$ cat config.mk
export PLATFORM = sky130hd
export DESIGN_NAME = wr3_ctl_port
export DESIGN_NICKNAME = d
export VERILOG_FILES = /design/src/rtl/wr3_pkg.sv /design/src/rtl/wr3_sync.sv /design/src/rtl/wr3_shifter.sv /design/src/rtl/wr3_regbank.sv /design/src/rtl/wr3_ctl_port.sv
export SDC_FILE = /design/constraint.sdc
export NUM_CORES = 1
export LEC_CHECK = 0
export ABC_AREA = 1
export CAP_MARGIN = 0
export CORE_AREA = 2 2 79 81
export CTS_CLUSTER_SIZE = 30
export DETAILED_ROUTE_END_ITERATION = 6
export DIE_AREA = 0 0 81 83
export GPL_TIMING_DRIVEN = 0
export PLACE_DENSITY = 0.79
export SYNTH_ARGS = -nofsm -noshare
export SYNTH_HDL_FRONTEND = slang
export SYNTH_SLANG_ARGS = --single-unit
$ cat constraint.sdc
create_clock -name clk -period 2.28 [get_ports clk]
set_clock_uncertainty 0.05 [all_clocks]
set_input_delay 0.342 -clock clk [delete_from_list [all_inputs] [get_ports clk]]
set_output_delay 0.342 -clock clk [all_outputs]
set_load 0.01 [all_outputs]
$ cat src/rtl/wr3_pkg.sv
package wr3_pkg;
  localparam int WORD_W = 16;
  localparam int ADDR_W = 2;
  localparam int DATA_W = WORD_W - ADDR_W;

  typedef enum logic [ADDR_W-1:0] {
    ADR_VOL_L = 2'b00,
    ADR_CTL   = 2'b01,
    ADR_VOL_R = 2'b10,
    ADR_NONE  = 2'b11
  } adr_e;

  typedef struct packed {
    logic       x2;
    logic       x4;
    logic [1:0] wlen;
    logic       srst;
    logic       mute;
    logic [1:0] fmt;
    logic [1:0] deemph;
  } ctl_t;

  localparam int CTL_W = $bits(ctl_t);
endpackage

$ cat src/rtl/wr3_sync.sv
module wr3_sync #(
  parameter int W      = 3,
  parameter int STAGES = 2
) (
  input  logic         clk,
  input  logic         rst,
  input  logic [W-1:0] din,
  output logic [W-1:0] lvl,
  output logic [W-1:0] rise
);
  logic [STAGES-1:0][W-1:0] stg;
  logic [W-1:0]             prev;

  always_ff @(posedge clk) begin
    if (rst) begin
      stg  <= '0;
      prev <= '0;
    end else begin
      stg[0] <= din;
      for (int i = 1; i < STAGES; i++) stg[i] <= stg[i-1];
      prev <= stg[STAGES-1];
    end
  end

  assign lvl  = stg[STAGES-1];
  assign rise = stg[STAGES-1] & ~prev;
endmodule

$ cat src/rtl/wr3_shifter.sv
module wr3_shifter #(
  parameter int WORD_W = wr3_pkg::WORD_W
) (
  input  logic              clk,
  input  logic              rst,
  input  logic              shift_en,
  input  logic              bit_in,
  output logic [WORD_W-1:0] word
);
  always_ff @(posedge clk) begin
    if (rst)           word <= '0;
    else if (shift_en) word <= {word[WORD_W-2:0], bit_in};
  end
endmodule

$ cat src/rtl/wr3_regbank.sv
module wr3_regbank
  import wr3_pkg::*;
#(
  parameter int WORD_W = wr3_pkg::WORD_W,
  parameter int ADDR_W = wr3_pkg::ADDR_W
) (
  input  logic                     clk,
  input  logic                     rst,
  input  logic                     commit,
  input  logic [WORD_W-1:0]        word,
  output logic [WORD_W-ADDR_W-1:0] vol_l,
  output logic [WORD_W-ADDR_W-1:0] vol_r,
  output ctl_t                     ctl,
  output logic                     vol_upd,
  output logic                     ctl_wr
);
  localparam int DW = WORD_W - ADDR_W;

  adr_e          adr;
  logic [DW-1:0] data;

  assign adr  = adr_e'(word[ADDR_W-1:0]);
  assign data = word[WORD_W-1:ADDR_W];

  always_ff @(posedge clk) begin
    if (rst) begin
      vol_l   <= '1;
      vol_r   <= '1;
      ctl     <= '0;
      vol_upd <= 1'b0;
      ctl_wr  <= 1'b0;
    end else begin
      vol_upd <= 1'b0;
      ctl_wr  <= 1'b0;
      if (commit) begin
        case (adr)
          ADR_VOL_L: begin vol_l <= data; vol_upd <= 1'b1; end
          ADR_VOL_R: begin vol_r <= data; vol_upd <= 1'b1; end
          ADR_CTL:   begin ctl <= ctl_t'(data[CTL_W-1:0]); ctl_wr <= 1'b1; end
          default:   ;
        endcase
      end
    end
  end
endmodule

$ cat src/rtl/wr3_ctl_port.sv
module wr3_ctl_port
  import wr3_pkg::*;
#(
  parameter int SYNC_STAGES = 2
) (
  input  logic              clk,
  input  logic              rst,
  input  logic              ctl_sclk,
  input  logic              ctl_sdat,
  input  logic              ctl_latch,
  input  logic              pin_x2,
  input  logic              pin_x4,
  input  logic              pin_mute,
  input  logic [1:0]        pin_fmt,
  output logic [DATA_W-1:0] vol_left,
  output logic [DATA_W-1:0] vol_right,
  output logic              vol_upd,
  output logic              intp_x2,
  output logic              intp_x4,
  output logic [1:0]        word_len,
  output logic              soft_rst,
  output logic              mute,
  output logic [1:0]        ser_fmt,
  output logic [1:0]        deemph
);
  localparam int NLINES = 3;

  logic [NLINES-1:0] s_lvl, s_rise;
  logic [WORD_W-1:0] sh_word;
  ctl_t              ctl_q;
  logic              ctl_wr;

  // line order: {latch, data, clock}
  wr3_sync #(.W(NLINES), .STAGES(SYNC_STAGES)) sync_i (
    .clk(clk), .rst(rst),
    .din({ctl_latch, ctl_sdat, ctl_sclk}),
    .lvl(s_lvl), .rise(s_rise)
  );

  wr3_shifter #(.WORD_W(WORD_W)) shift_i (
    .clk(clk), .rst(rst),
    .shift_en(s_rise[0]), .bit_in(s_lvl[1]),
    .word(sh_word)
  );

  // commit sees the word as it stood before a coincident shift
  wr3_regbank #(.WORD_W(WORD_W), .ADDR_W(ADDR_W)) bank_i (
    .clk(clk), .rst(rst),
    .commit(s_rise[2]), .word(sh_word),
    .vol_l(vol_left), .vol_r(vol_right), .ctl(ctl_q),
    .vol_upd(vol_upd), .ctl_wr(ctl_wr)
  );

  always_ff @(posedge clk) begin
    if (rst) begin
      intp_x2  <= 1'b0;
      intp_x4  <= 1'b0;
      word_len <= '0;
      soft_rst <= 1'b0;
      mute     <= 1'b0;
      ser_fmt  <= '0;
      deemph   <= '0;
    end else begin
      intp_x2  <= ctl_q.x2 | pin_x2;
      intp_x4  <= ctl_q.x4 | pin_x4;
      word_len <= ctl_q.wlen;
      soft_rst <= ctl_q.srst;
      mute     <= ctl_q.mute | pin_mute;
      ser_fmt  <= ctl_q.fmt | pin_fmt;
      deemph   <= ctl_q.deemph;
    end
  end
endmodule

==> flow_metrics.env, run 1 <==
export IMPL_status="complete, no violations"
export IMPL_cts_htree_levels=3
export IMPL_cts_setup_buffers=0
export IMPL_antenna_left=0
export IMPL_finalWorstPathRequiredPeriod_ps=1624
export IMPL_critical_path_cell_chain="clkdlybuf4s50_1"
export IMPL_cts_tree="done"
export IMPL_timing_rr_start="sync_i.prev[0]"
export IMPL_detailedPlacementHpwl_um=3826
export IMPL_syn_instance_count=315
export IMPL_total_leakage_power_nw=1.411
export IMPL_ir_drop_mv=0.4384
export IMPL_drv_max_cap_violation_count=0
export IMPL_hp_class="reg -> reg"
export IMPL_worstPathBufferInverterCount=1
export IMPL_layout_cells_most_common="dfxtp_1"
export IMPL_cp_required_ps=1890
export IMPL_total_cell_area_at_the_placement_stage_sq_um=3128
export IMPL_final_setup_tns_ps=0
export IMPL_fraction_of_final_layout_cells_sized_beyond_drive_strength_1_pct=8.707
export IMPL_yosys_area_share_adder_pct=0
export IMPL_nNetsFinal=384
export IMPL_timing_critical_path_from_type="flip-flop"
export IMPL_synth_area_per_cell_sq_um=8.107
export IMPL_total_of_flip_flops_plus_latches_after_synthesis=73
export IMPL_dieWidth_um=81
export IMPL_std_cell_rows=28
export IMPL_cts_path_max_buffers=2
export IMPL_arrival_ps=1230
export IMPL_finalHoldViolCount=0
export IMPL_grt_max_degree=12
export IMPL_postLayoutSetupSlackWorst_ps=655.6
export IMPL_final_util_pct=57.04
export IMPL_hold_path_cell_count=2
export IMPL_clkTransAtPathRegs_ps=70
export IMPL_synth_seq_area_share_pct=57.23
export IMPL_setup_repair_after_global_routing_missed_its_margin="no"
export IMPL_cts_hold_buffers_added=0
export IMPL_post_synth_mux_area_share_pct=0
export IMPL_avgRoutedWirePerCell_um=11.92
export IMPL_timing_critical_path_to_type="primary output"
export IMPL_number_of_iterations_in_the_first_detailed_routing_pass=4
export IMPL_vias_in_the_first_global_route=1999
export IMPL_io_port_bufs=48
export IMPL_cts_buffers=9
export IMPL_initialDrtViolationCount=141
export IMPL_die_area_sq_um=6723
export IMPL_power_density_nw_per_um2=760.0
export IMPL_detail_route_vias_per_cell=4.857
export IMPL_crit_reg2reg_capture="shift_i.word[4]"
export IMPL_synth_xor_area_share_pct=0
export IMPL_dp_cells=438
export IMPL_worst_slew_pin_slew_ps=454.7
export IMPL_critical_path_max_stage_delay_ps=540
export IMPL_setup_viol_count_final=0
export IMPL_num_antenna_cells=0
export IMPL_floorplan_initialDensity_pct=43.91
export IMPL_grt_antenna_before_repair=0
export IMPL_detailroute_via_count=2205
export IMPL_max_slew_margin_pct=69.69
export IMPL_gp_routability_congestion=0.8200
export IMPL_drc=0
export IMPL_grt_use_total_pct=16.96
export IMPL_syn_area_sq_um=2554
export IMPL_route_final_wire_length_um=5413
export IMPL_area_growth_synth_to_final_pct=29.89
export IMPL_placeableCoreArea_sq_um=5816
export IMPL_r2r_worst_path_cells=5
export IMPL_finished_layout_cell_area_sq_um=3317
export IMPL_finalCritPeriodShare_pct=71.25
export IMPL_worst_path_max_delay_cell="clkdlybuf4s50_1"
export IMPL_combinational_family_with_the_most_area_after_synthesis="simple AND/OR/NAND/NOR gates"
export IMPL_die_y_um=83
export IMPL_floorplan_io_pins=49
export IMPL_min_to="sync_i.lvl[2]"
export IMPL_warnings_synthesis=0
export IMPL_synth_simple_area_share_pct=28.91
export IMPL_num_fill_cells=552
export IMPL_max_freq_mhz=615.6
export IMPL_post_cts_resized=0
export IMPL_synth_nets=325
export IMPL_worst_setup_path_type="reg -> out"
export IMPL_r2r_setup_slack_ps=1000
export IMPL_layout_common_cells="dfxtp_1, nand3_1, nor2_1, clkdlybuf4s50_1, nand2_1"
export IMPL_largest_delay_contributor_family_on_the_critical_path="buffers and inverters"
export IMPL_cts_sink_count=73
export IMPL_timing_hold_worst_start="sync_i.stg[2]"
export IMPL_synth_compound_area_share_pct=5.488
export IMPL_report_final_slew_viol_count=0
export IMPL_post_synth_num_cell_types=18
export IMPL_grt_ovfl_total=0
export IMPL_final_cells=454
export IMPL_worst_path_max_fanout=2
export IMPL_pre_cts_slack_ps=530.6
export IMPL_clock_latency_of_the_later_clocked_register_in_the_worst_skew_pair_ps=340
export IMPL_grt_pass1_wl_um=8797
export IMPL_clock_root_buffer="clkbuf_8"
[sequential cells by signal, indices dropped and copies added (netlist names)]
| register | cells |
|---|---|
| bank_i.ctl | 10 |
| bank_i.vol_l | 14 |
| bank_i.vol_r | 14 |
| bank_i.vol_upd | 1 |
| deemph | 2 |
| intp_x2 | 1 |
| intp_x4 | 1 |
| mute | 1 |
| ser_fmt | 2 |
| shift_i.word | 16 |
| soft_rst | 1 |
| sync_i.lvl | 3 |
| sync_i.prev | 2 |
| sync_i.stg | 3 |
| word_len | 2 |
[Yosys cell counts]
library cell   n  area [sq um]
buf_6          3         33.78
a21oi_1       12         60.06
nand2_1       42         157.7
buf_2          6         30.03
inv_2          2         7.510
nor2_4         2         22.52
inv_1         27         101.4
clkinv_1       1         3.750
o21ai_0       16         80.08
nor2_1        51         191.4
buf_1          1         3.750
buf_4          2         15.01
nand2_2        2         12.51
clkbuf_1       5         18.77
nor3_1         1         5.000
nand3_1       66         330.3
nor2_2         3         18.77
dfxtp_1       73          1461
[cell type report]
class	instances	area (sq um)	area share [%]
Tap cell	75	93.84	2.829
Buffer	17	101.3	3.055
Multi-Input combinational cell	195	878.3	26.48
Clock inverter	3	40.04	1.207
Sequential cell	73	1461	44.06
Clock buffer	13	148.9	4.489
Timing Repair Buffer	48	480.5	14.49
Inverter	30	112.6	3.395
[power breakdown]
group / switching (mW) / internal (mW) / total [mW] / leakage (nW)
Clock: 0.441 / 0.533 / 0.974 / 0.0974
Combinational: 0.107 / 0.0908 / 0.198 / 0.717
Sequential: 0.0301 / 1.32 / 1.35 / 0.596
[through the flow]
| step | hold WS, ps | power (mW) |
|---|---|---|
| 2_1_floorplan | 338.3 | 1.484 |
| 3_3_place_gp | 345.5 | 1.568 |
| 3_5_place_dp | 352.9 | 1.573 |
| 4_1_cts | 361.0 | 2.537 |
| 5_1_grt | 375.4 | 2.615 |
| 6_report | 356.2 | 2.521 |
[kinds of logic after synthesis]
family,count (synthesis)
AOI/OAI and AO/OA,28
buffers and inverters,47
DFF,73
and+or+nand+nor,167
[metal layers]
metal	share of wire [%]	routed length (um)	global-route usage, %
met1	45	2418	20.71
met2	48	2610	27.20
met3	4.5	242	3.913
met4	2.6	142	9.245
met5	0	0	0
[worst max path at each step]
stage | start | end | slack [ps] | cells after the start
floorplan | shift_i.word[0] | bank_i.ctl[0] | 1200 | 5
global placement | rst | sync_i.lvl[1] | 540 | 4
detailed placement | rst | sync_i.lvl[1] | 530 | 4
CTS | bank_i.vol_l[3] | vol_left[3] | 640 | 1
global route | bank_i.vol_l[7] | vol_left[7] | 610 | 1
finish | bank_i.vol_l[3] | vol_left[3] | 660 | 1
Note: power is estimated with default switching activity, not from simulation.
==> inputs of run 2 (changes only) <==
clock period = 1.6 ns   (was 2.28 ns; I/O delays follow)
==> results of run 2 <==
Same layout as run 1 (identical final DEF). Status: complete, no violations.
Among the figures that moved: setup slack after placement 530.6 ps -> -47.41 ps; setup slack after layout 655.6 ps -> 77.60 ps; register-to-register setup slack 1000 ps -> 320 ps; total power 2.521 mW -> 3.592 mW; worst IR drop on VDD 0.4384 mV -> 0.6248 mV
